`config.mk`:
```
export PLATFORM = sky130hd
export DESIGN_NAME = i2c_stretch_slave
export DESIGN_NICKNAME = d
export VERILOG_FILES = /design/src/rtl/i2c_ss_pkg.sv /design/src/rtl/i2c_ss_sync.sv /design/src/rtl/i2c_ss_ctrl.sv /design/src/rtl/i2c_ss_regs.sv /design/src/rtl/i2c_stretch_slave.sv
export SDC_FILE = /design/constraint.sdc
export NUM_CORES = 1
export LEC_CHECK = 0
export BUFFER_PORTS_ARGS = -buffer_cell sky130_fd_sc_hd__buf_2
export CAP_MARGIN = 20
export CELL_PAD_IN_SITES_DETAIL_PLACEMENT = 0
export CELL_PAD_IN_SITES_GLOBAL_PLACEMENT = 1
export CORE_UTILIZATION = 30
export CTS_BUF_LIST = sky130_fd_sc_hd__clkbuf_16
export DETAILED_ROUTE_END_ITERATION = 10
export PLACE_DENSITY_LB_ADDON = 0.1
export SLEW_MARGIN = 30
export SYNTH_ARGS = -nofsm -noshare
export SYNTH_HDL_FRONTEND = slang
export SYNTH_HIERARCHICAL = 1
export SYNTH_SLANG_ARGS = --single-unit
```
`constraint.sdc`:
```
create_clock -name clk -period 0.9 [get_ports clk]
set_input_delay 0 -clock clk [delete_from_list [all_inputs] [get_ports clk]]
set_output_delay 0 -clock clk [all_outputs]
set_load 0.02 [all_outputs]
```
`src/rtl/i2c_ss_pkg.sv`:
```
package i2c_ss_pkg;

  typedef enum logic [3:0] {
    ST_IDLE,
    ST_ADDR,
    ST_ADDR_ACK,
    ST_RX,
    ST_RX_ACK,
    ST_TX_WAIT,
    ST_TX,
    ST_TX_ACK,
    ST_IGNORE
  } ss_state_e;

  // single-cycle events from the bus engine to the register bank
  typedef struct packed {
    logic rx_load;   // move shifted byte into buffer, set buffer-full
    logic ovf_set;   // byte arrived while buffer still full
    logic irq_set;   // ninth falling edge of a handled byte
    logic rel_clr;   // entering a clock hold
    logic st_reset;  // master ended a read with NACK
  } ss_evt_t;

endpackage

```
`src/rtl/i2c_ss_sync.sv`:
```
module i2c_ss_sync #(
  parameter int SYNC_STAGES = 2
) (
  input  logic clk,
  input  logic rst_n,
  input  logic scl_i,
  input  logic sda_i,
  output logic rst_sync_n,
  output logic scl_s,
  output logic sda_s,
  output logic scl_rise,
  output logic scl_fall,
  output logic start_det,
  output logic stop_det
);

  logic [1:0]             rst_pipe_q;
  logic [SYNC_STAGES-1:0] scl_pipe_q, sda_pipe_q;
  logic                   scl_d_q, sda_d_q;

  // reset asserts at once, releases on the clock
  always_ff @(posedge clk or negedge rst_n) begin
    if (!rst_n) rst_pipe_q <= '0;
    else        rst_pipe_q <= {rst_pipe_q[0], 1'b1};
  end
  assign rst_sync_n = rst_pipe_q[1];

  // bus lines idle high, so synchronizers reset to 1
  always_ff @(posedge clk or negedge rst_n) begin
    if (!rst_n) begin
      scl_pipe_q <= '1;
      sda_pipe_q <= '1;
      scl_d_q    <= 1'b1;
      sda_d_q    <= 1'b1;
    end else begin
      scl_pipe_q <= {scl_pipe_q[SYNC_STAGES-2:0], scl_i};
      sda_pipe_q <= {sda_pipe_q[SYNC_STAGES-2:0], sda_i};
      scl_d_q    <= scl_pipe_q[SYNC_STAGES-1];
      sda_d_q    <= sda_pipe_q[SYNC_STAGES-1];
    end
  end

  assign scl_s     = scl_pipe_q[SYNC_STAGES-1];
  assign sda_s     = sda_pipe_q[SYNC_STAGES-1];
  assign scl_rise  = scl_s & ~scl_d_q;
  assign scl_fall  = ~scl_s & scl_d_q;
  assign start_det = scl_s & scl_d_q & sda_d_q & ~sda_s;
  assign stop_det  = scl_s & scl_d_q & ~sda_d_q & sda_s;

endmodule

```
`src/rtl/i2c_ss_ctrl.sv`:
```
module i2c_ss_ctrl
  import i2c_ss_pkg::*;
#(
  parameter int DW = 8
) (
  input  logic          clk,
  input  logic          rst_n,
  input  logic [DW-2:0] own_addr_i,
  input  logic          scl_s,
  input  logic          sda_s,
  input  logic          scl_rise,
  input  logic          scl_fall,
  input  logic          start_det,
  input  logic          stop_det,
  input  logic          bf_i,
  input  logic          ovf_i,
  input  logic          rel_i,
  input  logic          load_i,
  input  logic [DW-1:0] load_data_i,
  output logic          sda_low_o,
  output logic          scl_low_o,
  output ss_evt_t       evt_o,
  output logic [DW-1:0] rx_data_o
);

  localparam int AW = DW - 1;
  localparam int CW = $clog2(DW + 1);

  ss_state_e     state_q, state_d;
  logic [CW-1:0] cnt_q, cnt_d;
  logic [DW-1:0] shift_q, shift_d;
  logic          sda_low_q, sda_low_d;
  logic          rw_q, rw_d;
  logic          nack_q, nack_d;
  logic          accept;

  assign accept = ~bf_i & ~ovf_i;

  always_comb begin
    state_d   = state_q;
    cnt_d     = cnt_q;
    shift_d   = shift_q;
    sda_low_d = sda_low_q;
    rw_d      = rw_q;
    nack_d    = nack_q;
    evt_o     = '0;
    if (stop_det) begin
      state_d   = ST_IDLE;
      sda_low_d = 1'b0;
      cnt_d     = '0;
    end else if (start_det) begin
      state_d   = ST_ADDR;
      sda_low_d = 1'b0;
      cnt_d     = '0;
    end else begin
      unique case (state_q)
        ST_ADDR, ST_RX: begin
          if (scl_rise && cnt_q != CW'(DW)) begin
            shift_d = {shift_q[DW-2:0], sda_s};
            cnt_d   = cnt_q + 1'b1;
          end else if (scl_fall && cnt_q == CW'(DW)) begin
            cnt_d = '0;
            if (state_q == ST_ADDR) begin
              if (shift_q[DW-1 -: AW] == own_addr_i) begin
                rw_d      = shift_q[0];
                sda_low_d = 1'b1;
                state_d   = ST_ADDR_ACK;
              end else begin
                state_d = ST_IGNORE;
              end
            end else begin
              evt_o.rx_load = accept;
              evt_o.ovf_set = bf_i;
              sda_low_d     = accept;
              state_d       = ST_RX_ACK;
            end
          end
        end
        ST_ADDR_ACK, ST_RX_ACK: begin
          if (scl_fall) begin
            sda_low_d     = 1'b0;
            evt_o.irq_set = 1'b1;
            if (state_q == ST_ADDR_ACK && rw_q) begin
              state_d       = ST_TX_WAIT;
              evt_o.rel_clr = 1'b1;
            end else begin
              state_d = ST_RX;
            end
          end
        end
        ST_TX_WAIT: begin
          if (rel_i) begin
            state_d   = ST_TX;
            cnt_d     = '0;
            sda_low_d = ~shift_q[DW-1];
          end else if (load_i) begin
            shift_d = load_data_i;
          end
        end
        ST_TX: begin
          if (scl_fall) begin
            if (cnt_q == CW'(DW - 1)) begin
              sda_low_d = 1'b0;
              cnt_d     = '0;
              state_d   = ST_TX_ACK;
            end else begin
              shift_d   = {shift_q[DW-2:0], 1'b0};
              sda_low_d = ~shift_q[DW-2];
              cnt_d     = cnt_q + 1'b1;
            end
          end
        end
        ST_TX_ACK: begin
          if (scl_rise) begin
            nack_d = sda_s;
          end else if (scl_fall) begin
            evt_o.irq_set = 1'b1;
            if (nack_q) begin
              state_d        = ST_IDLE;
              evt_o.st_reset = 1'b1;
            end else begin
              state_d       = ST_TX_WAIT;
              evt_o.rel_clr = 1'b1;
            end
          end
        end
        default: ;
      endcase
    end
  end

  always_ff @(posedge clk or negedge rst_n) begin
    if (!rst_n) begin
      state_q   <= ST_IDLE;
      cnt_q     <= '0;
      shift_q   <= '0;
      sda_low_q <= 1'b0;
      rw_q      <= 1'b0;
      nack_q    <= 1'b0;
    end else begin
      state_q   <= state_d;
      cnt_q     <= cnt_d;
      shift_q   <= shift_d;
      sda_low_q <= sda_low_d;
      rw_q      <= rw_d;
      nack_q    <= nack_d;
    end
  end

  assign sda_low_o = sda_low_q;
  assign scl_low_o = (state_q == ST_TX_WAIT);
  assign rx_data_o = shift_q;


  sda_scl_low_chk: assert property (@(posedge clk) disable iff (!rst_n)
    !$stable(sda_low_q) |-> !$past(scl_s));


  stretch_hold_chk: assert property (@(posedge clk) disable iff (!rst_n)
    (state_q == ST_TX_WAIT && !rel_i && !stop_det && !start_det) |=> scl_low_o);


  ignore_quiet_chk: assert property (@(posedge clk) disable iff (!rst_n)
    (state_q == ST_IGNORE) |-> !sda_low_q);


  master_ack_free_chk: assert property (@(posedge clk) disable iff (!rst_n)
    (state_q == ST_TX_ACK) |-> !sda_low_q);


  stop_idle_chk: assert property (@(posedge clk) disable iff (!rst_n)
    stop_det |=> (!scl_low_o && !sda_low_q));

endmodule

```
`src/rtl/i2c_ss_regs.sv`:
```
module i2c_ss_regs
  import i2c_ss_pkg::*;
#(
  parameter int DW = 8
) (
  input  logic          clk,
  input  logic          rst_n,
  input  logic          buf_wr_i,
  input  logic [DW-1:0] buf_wdata_i,
  input  logic          buf_rd_i,
  input  logic          rel_set_i,
  input  logic          irq_clr_i,
  input  logic          ovf_clr_i,
  input  ss_evt_t       evt_i,
  input  logic [DW-1:0] rx_data_i,
  output logic [DW-1:0] buf_o,
  output logic          bf_o,
  output logic          ovf_o,
  output logic          irq_o,
  output logic          rel_o
);

  logic [DW-1:0] buf_q, buf_d;
  logic          bf_q, bf_d;
  logic          ovf_q, ovf_d;
  logic          irq_q, irq_d;
  logic          rel_q, rel_d;
  logic          armed_q, armed_d;

  always_comb begin
    buf_d   = buf_q;
    bf_d    = bf_q;
    ovf_d   = ovf_q;
    irq_d   = irq_q;
    rel_d   = rel_q;
    armed_d = armed_q;

    if (evt_i.rx_load)    buf_d = rx_data_i;
    else if (buf_wr_i)    buf_d = buf_wdata_i;

    if (evt_i.rx_load)                    bf_d = 1'b1;
    else if (evt_i.st_reset || buf_rd_i)  bf_d = 1'b0;

    if (evt_i.ovf_set)    ovf_d = 1'b1;
    else if (ovf_clr_i)   ovf_d = 1'b0;

    if (evt_i.irq_set)    irq_d = 1'b1;
    else if (irq_clr_i)   irq_d = 1'b0;

    if (evt_i.rel_clr || evt_i.st_reset)  armed_d = 1'b0;
    else if (buf_wr_i)                    armed_d = 1'b1;

    if (evt_i.rel_clr || evt_i.st_reset)  rel_d = 1'b0;
    else if (rel_set_i && armed_q)        rel_d = 1'b1;
  end

  always_ff @(posedge clk or negedge rst_n) begin
    if (!rst_n) begin
      buf_q   <= '0;
      bf_q    <= 1'b0;
      ovf_q   <= 1'b0;
      irq_q   <= 1'b0;
      rel_q   <= 1'b0;
      armed_q <= 1'b0;
    end else begin
      buf_q   <= buf_d;
      bf_q    <= bf_d;
      ovf_q   <= ovf_d;
      irq_q   <= irq_d;
      rel_q   <= rel_d;
      armed_q <= armed_d;
    end
  end

  assign buf_o = buf_q;
  assign bf_o  = bf_q;
  assign ovf_o = ovf_q;
  assign irq_o = irq_q;
  assign rel_o = rel_q;


  ovf_needs_full_chk: assert property (@(posedge clk) disable iff (!rst_n)
    $rose(ovf_q) |-> $past(bf_q));


  load_needs_clean_chk: assert property (@(posedge clk) disable iff (!rst_n)
    $rose(bf_q) |-> !$past(ovf_q));


  release_after_write_chk: assert property (@(posedge clk) disable iff (!rst_n)
    $rose(rel_q) |-> $past(armed_q));

endmodule

```
`src/rtl/i2c_stretch_slave.sv`:
```
module i2c_stretch_slave
  import i2c_ss_pkg::*;
#(
  parameter int DATA_W      = 8,
  parameter int SYNC_STAGES = 2
) (
  input  logic              clk,
  input  logic              rst_n,
  input  logic [DATA_W-2:0] own_addr_i,
  input  logic              scl_i,
  input  logic              sda_i,
  output logic              scl_low_o,
  output logic              sda_low_o,
  input  logic              buf_wr_i,
  input  logic [DATA_W-1:0] buf_wdata_i,
  input  logic              buf_rd_i,
  output logic [DATA_W-1:0] buf_rdata_o,
  input  logic              rel_set_i,
  input  logic              irq_clr_i,
  input  logic              ovf_clr_i,
  output logic              buf_full_o,
  output logic              ovf_o,
  output logic              irq_o,
  output logic              rel_o
);

  logic              rst_sync_n;
  logic              scl_s, sda_s, scl_rise, scl_fall, start_det, stop_det;
  logic              bf, ovf, rel;
  ss_evt_t           evt;
  logic [DATA_W-1:0] rx_data;

  i2c_ss_sync #(.SYNC_STAGES(SYNC_STAGES)) u_sync (
    .clk        (clk),
    .rst_n      (rst_n),
    .scl_i      (scl_i),
    .sda_i      (sda_i),
    .rst_sync_n (rst_sync_n),
    .scl_s      (scl_s),
    .sda_s      (sda_s),
    .scl_rise   (scl_rise),
    .scl_fall   (scl_fall),
    .start_det  (start_det),
    .stop_det   (stop_det)
  );

  i2c_ss_ctrl #(.DW(DATA_W)) u_ctrl (
    .clk         (clk),
    .rst_n       (rst_sync_n),
    .own_addr_i  (own_addr_i),
    .scl_s       (scl_s),
    .sda_s       (sda_s),
    .scl_rise    (scl_rise),
    .scl_fall    (scl_fall),
    .start_det   (start_det),
    .stop_det    (stop_det),
    .bf_i        (bf),
    .ovf_i       (ovf),
    .rel_i       (rel),
    .load_i      (buf_wr_i),
    .load_data_i (buf_wdata_i),
    .sda_low_o   (sda_low_o),
    .scl_low_o   (scl_low_o),
    .evt_o       (evt),
    .rx_data_o   (rx_data)
  );

  i2c_ss_regs #(.DW(DATA_W)) u_regs (
    .clk         (clk),
    .rst_n       (rst_sync_n),
    .buf_wr_i    (buf_wr_i),
    .buf_wdata_i (buf_wdata_i),
    .buf_rd_i    (buf_rd_i),
    .rel_set_i   (rel_set_i),
    .irq_clr_i   (irq_clr_i),
    .ovf_clr_i   (ovf_clr_i),
    .evt_i       (evt),
    .rx_data_i   (rx_data),
    .buf_o       (buf_rdata_o),
    .bf_o        (bf),
    .ovf_o       (ovf),
    .irq_o       (irq_o),
    .rel_o       (rel)
  );

  assign buf_full_o = bf;
  assign ovf_o      = ovf;
  assign rel_o      = rel;

endmodule

```
== Word level (Yosys, flattened, before mapping) ==
Cells that the tools add are included.

* Register bits after elaboration: 40
* Input bits: 24
* Output and inout port bits: 14
* Word-level logic and storage cells: 152

* Add/subtract/negate cells: 1
* Eq/ne operators: 26
* Muxes and demuxes: 65
* Bitwise logic cells: 19
* Reduce and logical (&&, ||, !) cells: 24

{| class="wikitable"
|+ Operators with widths
! kind !! number
|-
| $mux 4 || 19
|-
| $mux 8 || 6
|-
| $mux 1 || 24
|-
| $pmux 8 s3 || 1
|-
| $eq 4x3->1 const B || 5
|-
| $ne 4x3->1 const B || 5
|-
| $pmux 4 s5 || 1
|-
| $reduce_and 7->1 || 2
|-
| $mux 3 || 4
|-
| $ne 4x4->1 const B || 3
|-
| $pmux 4 s3 || 1
|-
| $reduce_bool 2->1 || 6
|-
| $not 1->1 || 11
|-
| $mux 2 || 5
|-
| $mux 5 || 2
|-
| $reduce_and 9->1 || 1
|-
| $and 1x1->1 || 8
|-
| $eq 4x2->1 const B || 2
|-
| $reduce_and 4->1 || 2
|-
| $reduce_and 8->1 || 1
|-
| $eq 7x7->1 || 1
|-
| $reduce_bool 7->1 || 1
|-
| $ne 2x1->1 const B || 3
|-
| $reduce_bool 6->1 || 1
|-
| other kinds (14) || 20
|}

== Logic depth before layout (Yosys ltp) ==
* Depth in word-level cells: 11
* Depth in mapped cells: 9
* Gate-level depth less buffers: 8

== By module ==
Netlist, hierarchy kept.

{| class="wikitable"
|+ Modules (own cells, without submodules)
! module !! times used !! cells an instance !! area each (µm²) !! sequential area each (µm²)
|-
| i2c_ss_ctrl || 1 || 175 || 1,564.0 || 475.5
|-
| i2c_ss_regs || 1 || 49 || 551.8 || 325.3
|-
| i2c_ss_sync || 1 || 13 || 244.0 || 207.7
|}

== Least setup slack after synthesis ==
OpenSTA, ideal clock, no wires.

* Kind: reg-to-reg
* Start point: reg u_sync.sda_d_q
* End point: reg u_regs.buf_q[6], in the netlist u_regs/buf_o[6]
* Setup time: 0.077 ns
* Arrival time: 2.321 ns
* Data required time: 0.823 ns
* Slack: -1.498 ns
* Cell stages (with the launch flop): 10
* Path buffers: 2
* Clock period less this slack: 2.398 ns
* Cells stage by stage: dfstp_2 -> and4b_1 -> or3_1 -> buf_2 -> nor3_1 -> nand2_1 -> nor3_1 -> buf_6 -> nand2_1 -> o21ai_1

{| class="wikitable"
|+ RTL lines
! what !! line !! RTL
|-
| start, declared || i2c_ss_sync.sv:19 || <nowiki>logic scl_d_q, sda_d_q;</nowiki>
|-
| start signal, assigned || i2c_ss_sync.sv:39 || <nowiki>sda_d_q <= sda_pipe_q[SYNC_STAGES-1];</nowiki>
|-
| end signal, assigned || i2c_ss_regs.sv:66 || <nowiki>buf_q <= buf_d;</nowiki>
|-
| end, declared || i2c_ss_regs.sv:23 || <nowiki>logic [DW-1:0] buf_q, buf_d;</nowiki>
|}

== Final worst setup path ==
* Start point: reg u_sync.sda_d_q
* End point: reg u_ctrl.sda_low_q, in the netlist u_ctrl/sda_low_o

* Word-level cells in the longest chain between the ends: 5
* Elaborated cells between the ends (all ways): 15
* Those cells by class: eq/ne: 6; mux: 2; bitwise: 5; reduce/logical: 2

{| class="wikitable"
|+ RTL lines
! what !! line !! RTL
|-
| $not 1->1 (*) || i2c_ss_sync.sv:48 || <nowiki>assign stop_det = scl_s & scl_d_q & ~sda_d_q & sda_s;</nowiki>
|-
| $and 1x1->1 (*) (2 in series) || i2c_ss_sync.sv:48 ||
|-
| net stop_det || i2c_stretch_slave.sv:28 || <nowiki>logic scl_s, sda_s, scl_rise, scl_fall, start_det, stop_det;</nowiki>
|-
| $ne 5x5->1 (no line) (tied with other cells) || - ||
|-
| $reduce_and 7->1 (no line) || - ||
|-
| end signal, assigned || i2c_ss_ctrl.sv:144 || <nowiki>sda_low_q <= sda_low_d;</nowiki>
|-
| end, declared || i2c_ss_ctrl.sv:32 || <nowiki>logic sda_low_q, sda_low_d;</nowiki>
|}

Mark *: on every way through the listed nets, which the timed path passes. The rest lies on a longest branch.
A chain may end at the register's enable or synchronous reset.

==> results.yml <==
critical_path:
  critPathKind: "reg -> reg"
  start_kind: "flip-flop"
  worst_setup_path_end_kind: "flip-flop"
  arrival_ns: 2.26
  startpoint: "u_sync/sda_d_q$_DFF_PN1_"
  critical_path_required_ns: 1.07
  r2r_start: "u_sync/sda_d_q$_DFF_PN1_"
  cp_max_fo: 4
floorplanning:
  num_rows: 31
  die_y_um: 90.7
  dieArea_um2: 8220
  ioPinCount: 38
  start_util_pct: 31.9
  die_x_um: 90.7
  core_area_um2: 7410
synthesis:
  synth_area_leaders: "dfrtp_1 (36%), mux2_2 (9.5%), dfstp_2 (6.7%)"
  yosys.area_share.simple_pct: 19.6
  yosysTopAreaCellShare_pct: 36.1
  synth_top_family_by_area: "simple AND/OR/NAND/NOR gates"
  synthXorXnorAreaFrac_pct: 2.60
  syn_nets: 263
  synth-warning-count: 6
  synth.area.mux_share_pct: 13.8
  yosysTopAreaCell: "dfrtp_1"
  synth_edf_count: 0
  synthCells: 237
  synthArstFlopShare_pct: 100
  synth_compound_area_share_pct: 15.8
  avgSynthCellArea_um2: 9.96
  synthDistinctLibCells: 56
  syn_area_um2: 2360
  synthAdderAreaFrac_pct: 1.06
  ys_ff_latch: 40
  synth_sequential_area_ratio_pct: 42.7
  synth_flop_cell: "dfrtp_1"
clock_tree:
  clock_latency_ns: 0.29
  htree_levels: 2
  clk_path_buf_depth: 2
  cts.sinks: 40
  numCtsBuffers: 5
  cts_tree: "built"
  path_clk_slew_ns: 0.06
  cts_root_buf: "clkbuf_16"
sta:
  fin_ws_ns: -1.19
  min_period_ns: 2.09
  max_freq_mhz: 479
  finClkSkew_ns: 0.00768
  min_period_over_period_pct: 232
  setup_viol: 36
  hold_slack_ns: 0.00639
  hold_violations: 0
  drv_slew: 0
  rsz0062_at_grt: "yes"
worst_hold_path:
  hold_path.class: "in -> reg"
  min_from: "buf_wdata_i[6]"
routing:
  final_antenna_net_count: 0
  viasPerCell: 4.95
  drt_iter0_drc: 73
  wl_per_cell_um: 16.1
  vias: 2285
  dr.pass1.iters: 4
  route.detailed.drc: 0
  wirelength_um: 7420
global_routing:
  grt-ovfl-total: 0
  grt_usage_pct: 19.2
  grt_pass1_vias: 2449
  antenna_found_initial: 0
  grt_max_degree: 23
  grt_pass1_wl_um: 12300
pwr:
  leakagePower_nw: 1.77
  powerDensity_nw_per_um2: 3010
  power_w: 0.0117
  ir_worst_vdd_mv: 1.58
  p_sw_share_pct: 34.9
  p_sw_w: 0.00409
  comb_power_share_pct: 57.0
  pwr-share-seq_pct: 23.2
  power.share.clock_pct: 19.8
  p_int_w: 0.00765
cells_and_area:
  final_layout_size_suffix_gt1_share_pct: 55.6
  diodes: 0
  regArea_um2: 1020
  fill_cells: 696
  nNetsFinal: 388
  syn_to_final_growth_pct: 65.1
  multi_input_area_um2: 1510
  layout.cells.most_common_list: "buf_4 (72), buf_2 (33), dfrtp_1 (28)"
  final_common_cell: "buf_4"
placed_design:
  gp_congestion: 0.821
  numPortBuffers: 37
  detailed_place_hpwl_um: 5500
  pre_cts_ws_ns: -1.23
outcome:
  status: "finished with violations"
  violations: "setup timing"
job:
  drv_cap: 0
==> Yosys cell counts (all sizes together) (8+ instances only) <==
cell	instances
buf	8
inv	8
mux2i	10
nand2	17
nor2	12
nor3	9
mux2	20
dfrtp	34
nand2b	10
o21ai	20
==> area by class of cell <==
class,count,area share [%]
repair buffers,131,26.4
clock buffers,5,3.21
flip-flops and latches,40,26.1
inverters,8,0.771
well taps,99,3.18
multi-input cells,176,38.7
clock inverters,3,1.64
==> metal layers <==
metal	global-route usage [%]	share of wire (%)	wire, um
met2	33.0	49	3640
met4	6.18	1.5	114
met3	3.87	3.7	274
met1	24.0	46	3390
met5	0	0	0
==> power by group through the flow <==
stage	Sequential (W)	Combinational (W)	Clock [W]
2_1_floorplan	0.00270	0.00316	0
3_3_place_gp	0.00271	0.00581	0
3_5_place_dp	0.00271	0.00582	0
4_1_cts	0.00270	0.00657	0.00237
5_1_grt	0.00279	0.00719	0.00245
6_report	0.00272	0.00669	0.00232
==> worst max-delay path: stages (launching register included) <==
cell and delay, ns:
dfstp_2 0.52, and4b_1 0.20, or3_4 0.40, or3_4 0.36, o221ai_2 0.19, mux2_4 0.31
==> registers in the layout, summed over array words and instances (netlist names), 2 cells and up <==
register           cells
u_sync/scl_pipe_q      2
u_regs/buf_o           8
u_ctrl/cnt_q           4
u_sync/rst_pipe_q      2
u_sync/sda_pipe_q      2
u_ctrl/state_q         4
u_ctrl/rx_data_o       8
==> metrics by stage <==
stage                     TNS [ns]  utilization (%)  std cells  area (um2)
after global placement      -35.69             44.4        436        3290
after CTS                   -34.48             51.3        456        3800
after global routing        -36.98             52.6        462        3900
final                       -33.67             52.6        462        3900
after detailed placement    -36.13             44.4        436        3290
after floorplan             -34.31                -        237        2440
==> path summary, 6_finish.rpt <==
path	end	slack [ns]	cells after the start
min in group asynchronous	u_sync/rst_pipe_q[1]$_DFF_PN0_	0.08	2
worst min register to register	u_regs/bf_o$_DFFE_PN0P_	0.21	1
max in group asynchronous	u_ctrl/state_q[1]$_DFFE_PN0P_	0.53	1
worst max-delay path	u_ctrl/sda_low_o$_DFFE_PN0P_	-1.19	5
worst min-delay path	u_regs/buf_o[6]$_DFFE_PN0P_	0.006	3
worst max register to register	u_ctrl/sda_low_o$_DFFE_PN0P_	-1.19	5
==> logic make-up (layout without fill, tap and decap cells) <==
family                   Yosys count  count (layout)
AND/OR/NAND/NOR                   84              84
AO/OA/AOI/OAI                     52              52
flip-flops                        40              40
multiplexers                      30              30
buffers and inverters             21             147
XOR/XNOR                           7               7
adder cells (fa/ha/maj)            2               2
other                              1               1
==> timing repair <==
action	4_1_cts	5_1_grt
hold endpoints to repair	14	0
hold buffers	7	0
resized for setup	61	13
buffers inserted	5	7
setup endpoints to repair	36	36
pin swaps	13	8
Note: power is estimated with default switching activity, not from simulation.
